`src/rtl/resv_pkg.sv`:
```
package resv_pkg;

    typedef enum logic {
        CMD_LR = 1'b0,
        CMD_SC = 1'b1
    } resv_cmd_e;

    typedef enum logic {
        SZ_WORD  = 1'b0,
        SZ_DWORD = 1'b1
    } resv_size_e;

    localparam int WORD_W       = 32;
    localparam int WORD_BYTES   = 4;
    localparam int DWORD_BYTES  = 8;
    localparam int SC_FAIL_CODE = 1;

    // low address bits that must be zero for the given size
    function automatic logic [2:0] align_mask(input resv_size_e sz);
        return (sz == SZ_DWORD) ? 3'(DWORD_BYTES - 1) : 3'(WORD_BYTES - 1);
    endfunction

    function automatic logic is_misaligned(input logic [2:0] low, input resv_size_e sz);
        return (low & align_mask(sz)) != 3'b000;
    endfunction

endpackage

```
`src/rtl/resv_align_chk.sv`:
```
module resv_align_chk
    import resv_pkg::*;
(
    input  logic [2:0]  addr_low,
    input  resv_size_e  size,
    output logic        misaligned
);

    always_comb begin
        misaligned = is_misaligned(addr_low, size);
    end

endmodule

```
`src/rtl/resv_load_fmt.sv`:
```
module resv_load_fmt
    import resv_pkg::*;
#(
    parameter int XLEN = 64
) (
    input  logic [XLEN-1:0] raw,
    input  resv_size_e      size,
    output logic [XLEN-1:0] value
);

    localparam int EXT_W = XLEN - WORD_W;

    generate
        if (EXT_W > 0) begin : g_extend
            logic [XLEN-1:0] word_ext;
            always_comb begin
                word_ext = {{EXT_W{raw[WORD_W-1]}}, raw[WORD_W-1:0]};
                value    = (size == SZ_DWORD) ? raw : word_ext;
            end
        end else begin : g_pass
            always_comb begin
                value = raw;
            end
        end
    endgenerate

endmodule

```
`src/rtl/resv_state.sv`:
```
module resv_state
    import resv_pkg::*;
#(
    parameter int ADDR_W = 16
) (
    input  logic              clk,
    input  logic              rst,
    input  logic              set_en,
    input  logic              drop_en,
    input  logic              snoop_inv,
    input  logic [ADDR_W-1:0] set_addr,
    input  resv_size_e        set_size,
    input  logic [ADDR_W-1:0] probe_addr,
    input  resv_size_e        probe_size,
    output logic              hit
);

    typedef struct packed {
        logic              valid;
        resv_size_e        size;
        logic [ADDR_W-1:0] base;
    } resv_t;

    resv_t             resv_q;
    logic [ADDR_W-1:0] set_base;
    logic [ADDR_W-1:0] probe_base;

    always_comb begin
        set_base   = set_addr   & ~ADDR_W'(align_mask(set_size));
        probe_base = probe_addr & ~ADDR_W'(align_mask(probe_size));
        hit        = resv_q.valid && !snoop_inv &&
                     (resv_q.size == probe_size) &&
                     (resv_q.base == probe_base);
    end

    always_ff @(posedge clk) begin
        if (rst) begin
            resv_q <= '{valid: 1'b0, size: SZ_WORD, base: '0};
        end else if (snoop_inv || drop_en) begin
            resv_q.valid <= 1'b0;
        end else if (set_en) begin
            resv_q <= '{valid: 1'b1, size: set_size, base: set_base};
        end
    end

    AST_LR_RECORDS: assert property (@(posedge clk) disable iff (rst)
        (set_en && !snoop_inv && !drop_en) |=>
            (resv_q.valid && resv_q.base == $past(set_base) && resv_q.size == $past(set_size)))
        else $error("AST_LR_RECORDS");

    AST_SC_DROPS: assert property (@(posedge clk) disable iff (rst)
        drop_en |=> !resv_q.valid)
        else $error("AST_SC_DROPS");

    AST_SNOOP_DROPS: assert property (@(posedge clk) disable iff (rst)
        snoop_inv |=> !resv_q.valid)
        else $error("AST_SNOOP_DROPS");

    AST_IDLE_HOLDS: assert property (@(posedge clk) disable iff (rst)
        (!set_en && !drop_en && !snoop_inv) |=> $stable(resv_q))
        else $error("AST_IDLE_HOLDS");

endmodule

```
`src/rtl/resv_monitor.sv`:
```
module resv_monitor
    import resv_pkg::*;
#(
    parameter int ADDR_W = 16,
    parameter int XLEN   = 64
) (
    input  logic              clk,
    input  logic              rst,
    input  logic              req_valid,
    input  logic              req_cmd,
    input  logic              req_dword,
    input  logic [ADDR_W-1:0] req_addr,
    input  logic [XLEN-1:0]   req_wdata,
    input  logic              snoop_inv,
    output logic              mem_rd,
    output logic              mem_wr,
    output logic              mem_dword,
    output logic [ADDR_W-1:0] mem_addr,
    output logic [XLEN-1:0]   mem_wdata,
    input  logic [XLEN-1:0]   mem_rdata,
    output logic              rsp_valid,
    output logic [XLEN-1:0]   rsp_data,
    output logic              rsp_misaligned
);

    localparam int EXT_W = XLEN - WORD_W;

    typedef struct packed {
        logic            valid;
        logic            misal;
        logic [XLEN-1:0] data;
    } rsp_t;

    resv_cmd_e       cmd;
    resv_size_e      size;
    logic            misal;
    logic            lr_go;
    logic            sc_go;
    logic            resv_hit;
    logic [XLEN-1:0] ld_val;
    rsp_t            rsp_d;
    rsp_t            rsp_q;

    always_comb begin
        cmd  = resv_cmd_e'(req_cmd);
        size = resv_size_e'(req_dword);
    end

    resv_align_chk u_align (
        .addr_low   (req_addr[2:0]),
        .size       (size),
        .misaligned (misal)
    );

    always_comb begin
        lr_go = req_valid && (cmd == CMD_LR) && !misal;
        sc_go = req_valid && (cmd == CMD_SC) && !misal;
    end

    resv_state #(.ADDR_W(ADDR_W)) u_state (
        .clk        (clk),
        .rst        (rst),
        .set_en     (lr_go),
        .drop_en    (sc_go),
        .snoop_inv  (snoop_inv),
        .set_addr   (req_addr),
        .set_size   (size),
        .probe_addr (req_addr),
        .probe_size (size),
        .hit        (resv_hit)
    );

    resv_load_fmt #(.XLEN(XLEN)) u_fmt (
        .raw   (mem_rdata),
        .size  (size),
        .value (ld_val)
    );

    // memory side
    always_comb begin
        mem_rd    = lr_go;
        mem_wr    = sc_go && resv_hit;
        mem_addr  = req_addr;
        mem_dword = req_dword;
    end

    generate
        if (EXT_W > 0) begin : g_wdata_wide
            always_comb begin
                mem_wdata = (size == SZ_DWORD) ? req_wdata
                                               : {{EXT_W{1'b0}}, req_wdata[WORD_W-1:0]};
            end
        end else begin : g_wdata_narrow
            always_comb begin
                mem_wdata = req_wdata;
            end
        end
    endgenerate

    // response
    always_comb begin
        rsp_d.valid = req_valid;
        rsp_d.misal = req_valid && misal;
        if (!req_valid || misal) begin
            rsp_d.data = '0;
        end else if (cmd == CMD_LR) begin
            rsp_d.data = ld_val;
        end else if (resv_hit) begin
            rsp_d.data = '0;
        end else begin
            rsp_d.data = XLEN'(SC_FAIL_CODE);
        end
    end

    always_ff @(posedge clk) begin
        if (rst) begin
            rsp_q <= '0;
        end else begin
            rsp_q <= rsp_d;
        end
    end

    always_comb begin
        rsp_valid      = rsp_q.valid;
        rsp_misaligned = rsp_q.misal;
        rsp_data       = rsp_q.data;
    end

    AST_STROBE_EXCL: assert property (@(posedge clk) disable iff (rst)
        !(mem_rd && mem_wr))
        else $error("AST_STROBE_EXCL");

    AST_RSP_FOLLOWS: assert property (@(posedge clk) disable iff (rst)
        req_valid |=> rsp_valid)
        else $error("AST_RSP_FOLLOWS");

    AST_WORD_SIGN: assert property (@(posedge clk) disable iff (rst)
        (req_valid && cmd == CMD_LR && size == SZ_WORD && !misal) |=>
            (rsp_data[XLEN-1:WORD_W-1] == '0 || rsp_data[XLEN-1:WORD_W-1] == '1))
        else $error("AST_WORD_SIGN");

    AST_SC_ZERO_ON_WRITE: assert property (@(posedge clk) disable iff (rst)
        mem_wr |=> (rsp_valid && rsp_data == '0))
        else $error("AST_SC_ZERO_ON_WRITE");

    AST_SC_FAIL_CODE: assert property (@(posedge clk) disable iff (rst)
        (req_valid && cmd == CMD_SC && !misal && !mem_wr) |=>
            (rsp_data == XLEN'(SC_FAIL_CODE)))
        else $error("AST_SC_FAIL_CODE");

    AST_MISALIGN_QUIET: assert property (@(posedge clk) disable iff (rst)
        (req_valid && misal) |-> (!mem_rd && !mem_wr))
        else $error("AST_MISALIGN_QUIET");

    AST_IDLE_QUIET: assert property (@(posedge clk) disable iff (rst)
        !req_valid |=> !rsp_valid)
        else $error("AST_IDLE_QUIET");

endmodule

```
`config.mk`:
```
export PLATFORM = sky130hd
export DESIGN_NAME = resv_monitor
export DESIGN_NICKNAME = d
export VERILOG_FILES = /design/src/rtl/resv_pkg.sv /design/src/rtl/resv_align_chk.sv /design/src/rtl/resv_load_fmt.sv /design/src/rtl/resv_state.sv /design/src/rtl/resv_monitor.sv
export SDC_FILE = /design/constraint.sdc
export NUM_CORES = 1
export LEC_CHECK = 0
export ABC_AREA = 1
export BUFFER_PORTS_ARGS = -buffer_cell sky130_fd_sc_hd__buf_2
export CAP_MARGIN = 20
export CELL_PAD_IN_SITES_DETAIL_PLACEMENT = 0
export CELL_PAD_IN_SITES_GLOBAL_PLACEMENT = 1
export CORE_MARGIN = 2
export CORE_UTILIZATION = 22
export CTS_CLUSTER_SIZE = 28
export DETAILED_ROUTE_END_ITERATION = 10
export PLACE_DENSITY_LB_ADDON = 0.1
export SKIP_LAST_GASP = 1
export SYNTH_ARGS = -nofsm -noshare
export SYNTH_HDL_FRONTEND = slang
export SYNTH_SLANG_ARGS = --single-unit
```
`constraint.sdc`:
```
create_clock -name clk -period 1.15 [get_ports clk]
set_input_delay 0.23 -clock clk [delete_from_list [all_inputs] [get_ports clk]]
set_output_delay 0.23 -clock clk [all_outputs]
set_load 0.03 [all_outputs]
```
==> run_results.csv <==
group,metric,value,unit
synth,seq_area_frac_synth,46.69,%
synth,syn_avg_cell_area,7.190,um^2
placed_design,numPortBuffers,234,
timing,timing.final.crit_share,147.1,%
floorplan,num_rows,46,
global_routing,grt_start_max_net_pins,48,
timing,setup_tns,-2.430,ns
cts,path_clk_slew,0.06,ns
synth,synth_area,3516,um^2
critical_path,crit_type,"register to output port",
power,switchingPower,0.001911,W
synth,synth_warnings,0,
floorplan,die_area,17010,um^2
timing,finalCriticalPeriod,1.691,ns
power,p_int,0.004948,W
timing,tightest_slew,0.2551,ns
detailed_routing,drcViolationCount,0,
cts,clockBufferDepth,2,
timing,drv_slew,0,
synth,syn_nets,639,
detailed_routing,antenna_left,0,
finish,fin_nets,848,
cts,htree_num_levels,3,
power,p_leak,3.255,nW
cts,insertion_delay,0.34,ns
floorplan,fp.dieW,130.4,um
status,status,"complete, but fails checks",
detailed_routing,drt_iter0_drc,102,
critical_path,critical_path.max_fanout,3,
finish,antenna_cells,0,
critical_path,crit_path_end_kind,"output port",
status,failed_checks,"setup timing",
run,cap_violations,0,
timing,maxSlewHeadroom,82.95,%
cts,clkSinkCount,82,
timing,worst_slack,-0.5414,ns
synth,syn_inst,489,
power,p_clk_share,40.0,%
floorplan,start_util,22.29,%
timing,hold_violations,0,
timing,setup_viol,33,
finish,syn2layout_area_growth,62.46,%
timing,fmax,591.2,MHz
synth,synth.area.top_cells,"dfxtp_1 (47%), inv_1 (11%), buf_4 (10%), nor2_1 (9.4%), nand2_1 (7.9%)",
detailed_routing,vias_per_cell,3.835,
floorplan,die_y,130.4,um
cts,numCtsBuffers,9,
global_routing,grt.total_usage,12.88,%
placed_design,globalplace.congestion,0.7292,
power,power_density,1201,nW/um^2
critical_path,critPathRequiredTime,0.92,ns
placed_design,hpwlAfterDp,8.199,mm
placed_design,dpl_worst_slack,-0.3694,ns
timing,finClkSkew,0.007443,ns
critical_path,arrival,1.46,ns
detailed_routing,wire_per_inst,12.86,um
synth,synth_largest_area_cell,"dfxtp_1",
detailed_routing,wl,11.82,mm
synth,ys_types,21,
floorplan,io_pins,299,
synth,synth_top_area_share,46.69,%
power,sw_frac_of_total,27.86,%
finish,drive_above_1_share,53.20,%
floorplan,coreArea,15770,um^2
synth,ys_seq_elements,82,
global_routing,grt_pass1_wl,16.41,mm
global_routing,grt_pass1_vias,3144,
detailed_routing,via_count,3524,
cts,cts_root_buf,"clkbuf_16",
power,p_seq_share,42.0,%
critical_path,crit_path_start_kind,"register",
detailed_routing,firstDrtPassIters,4,
timing,rsz0062_at_grt,"true",
power,vdd.ir_drop.worst,0.6523,mV
cts,cts_tree,"done",
finish,nFillCells,1732,
global_routing,antenna_found_initial,0,
worst_hold_path,hold_class,"primary input to register",
global_routing,grt_overflow_total,0,
power,p_comb_share,17.9,%
-- layout by cell type, fill, tap and decap left out --
cell type and instances:
o21ai_0 9, nand2_4 25, a21oi_1 45, o21ai_1 6, buf_12 5, nor2_2 5
dfxtp_1 75, nand3_2 1, o21ai_2 1, clkbuf_1 1, nor3_4 1, nand3_4 1
buf_6 43, clkbuf_16 11, a21oi_2 1, buf_4 15, dfxtp_2 7, xor2_1 1
clkinv_2 1, o211ai_1 1, inv_1 65, buf_16 4, clkinv_4 1, nor3_1 1
nand2_1 39, clkbuf_8 1, inv_6 1, nor2_4 3, nor2_1 81, xnor2_1 2
clkinvlp_4 2, nand2_2 12, inv_2 35, nand3_1 3, buf_2 198
-- logic make-up (layout without fill, tap and decap cells) --
group	count (synthesis)	after routing	share of synthesized area, %
AOI/OAI and AO/OA	63	63	9.039
xor gates and xnor gates	3	3	0.7475
buffers and inverters	169	383	24.02
DFF	82	82	46.69
and+or+nand+nor	172	172	19.50
-- critical path, cell delays in order (launching register included) --
cell and delay, ns:
dfxtp_1 0.36, inv_1 0.05, nand2_1 0.06, nand2_2 0.06, nor2_1 0.08, nand2_1 0.05, nor2_1 0.11, nand3_2 0.10
nor2_4 0.10, buf_6 0.13
-- path summary, 6_finish.rpt --
kind	from	to	slack, ns	cells after the start
max	u_state.resv_q[3]$_SDFFE_PP0P_	mem_wr	-0.54	9
min	rst	rsp_misaligned$_SDFF_PP0_	0.08	2
max reg2reg	u_state.resv_q[3]$_SDFFE_PP0P_	rsp_data[0]$_SDFF_PP0_	0.04	9
min reg2reg	u_state.resv_q[17]$_SDFFE_PP0P_	u_state.resv_q[17]$_SDFFE_PP0P_	0.48	2
-- registers in the layout, indices dropped and copies added, names as in the netlist --
| register | cells |
|---|---|
| rsp_data | 64 |
| rsp_misaligned | 1 |
| rsp_valid | 1 |
| u_state.resv_q | 16 |
-- final cells by class --
type / count / area [um^2] / area share [%]
Timing Repair Buffer: 267 / 1848 / 32.35
Sequential cell: 82 / 1650 / 28.89
Multi-Input combinational cell: 238 / 1287 / 22.54
Inverter: 100 / 375.4 / 6.572
Tap cell: 216 / 270.3 / 4.732
Clock buffer: 11 / 242.7 / 4.250
Clock inverter: 5 / 37.54 / 0.6572
-- power groups by stage --
stage	clock network, W	registers, W	logic [W]
after floorplan	0	0.00299	0.000735
after global placement	0	0.00295	0.000941
after detailed placement	0	0.00295	0.000944
after CTS	0.00288	0.00288	0.00117
after global routing	0.00297	0.00289	0.00133
final	0.00275	0.00288	0.00123
-- through the flow --
step / instances / power [W] / hold WS [ns] / util [%] / area [um^2]
6_report: 919 / 0.006858 / 0.08000 / 36.22 / 5712
5_1_grt: 919 / 0.007183 / 0.06367 / 36.22 / 5712
4_1_cts: 914 / 0.006931 / 0.05997 / 35.00 / 5520
3_5_place_dp: 890 / 0.003891 / 0.4357 / 29.81 / 4701
3_3_place_gp: 890 / 0.003888 / 0.4278 / 29.81 / 4701
2_1_floorplan: 489 / 0.003728 / 0.2991 / - / 3581
-- metal layers --
metal	part of all wire, %	track usage, %
met3	8.0	3.909
met4	1.7	5.194
met2	53	23.71
met5	0	0
met1	37	13.77
-- Yosys cell counts --
cell and n:
clkbuf_1 4, o21ai_0 11, dfxtp_1 82, nor2_2 1
nor2_1 88, inv_1 100, xnor2_1 2, nand3_1 4
nor3_1 1, buf_6 2, nor3_4 1, nand2_2 2
buf_4 49, buf_2 9, xor2_1 1, a21oi_1 46
nand3_4 1, o211ai_1 1, nand2_1 74, o21ai_1 5
buf_1 5
-- timing repair --
action / CTS / global route
gates cloned: 4 / 2
buffers inserted: 4 / 4
pin swaps: 2 / 12
resized for setup: 122 / 53
hold buffers: 0 / 0
setup endpoints to repair: 36 / 72
No activity file was read; power rests on OpenSTA's default activity.
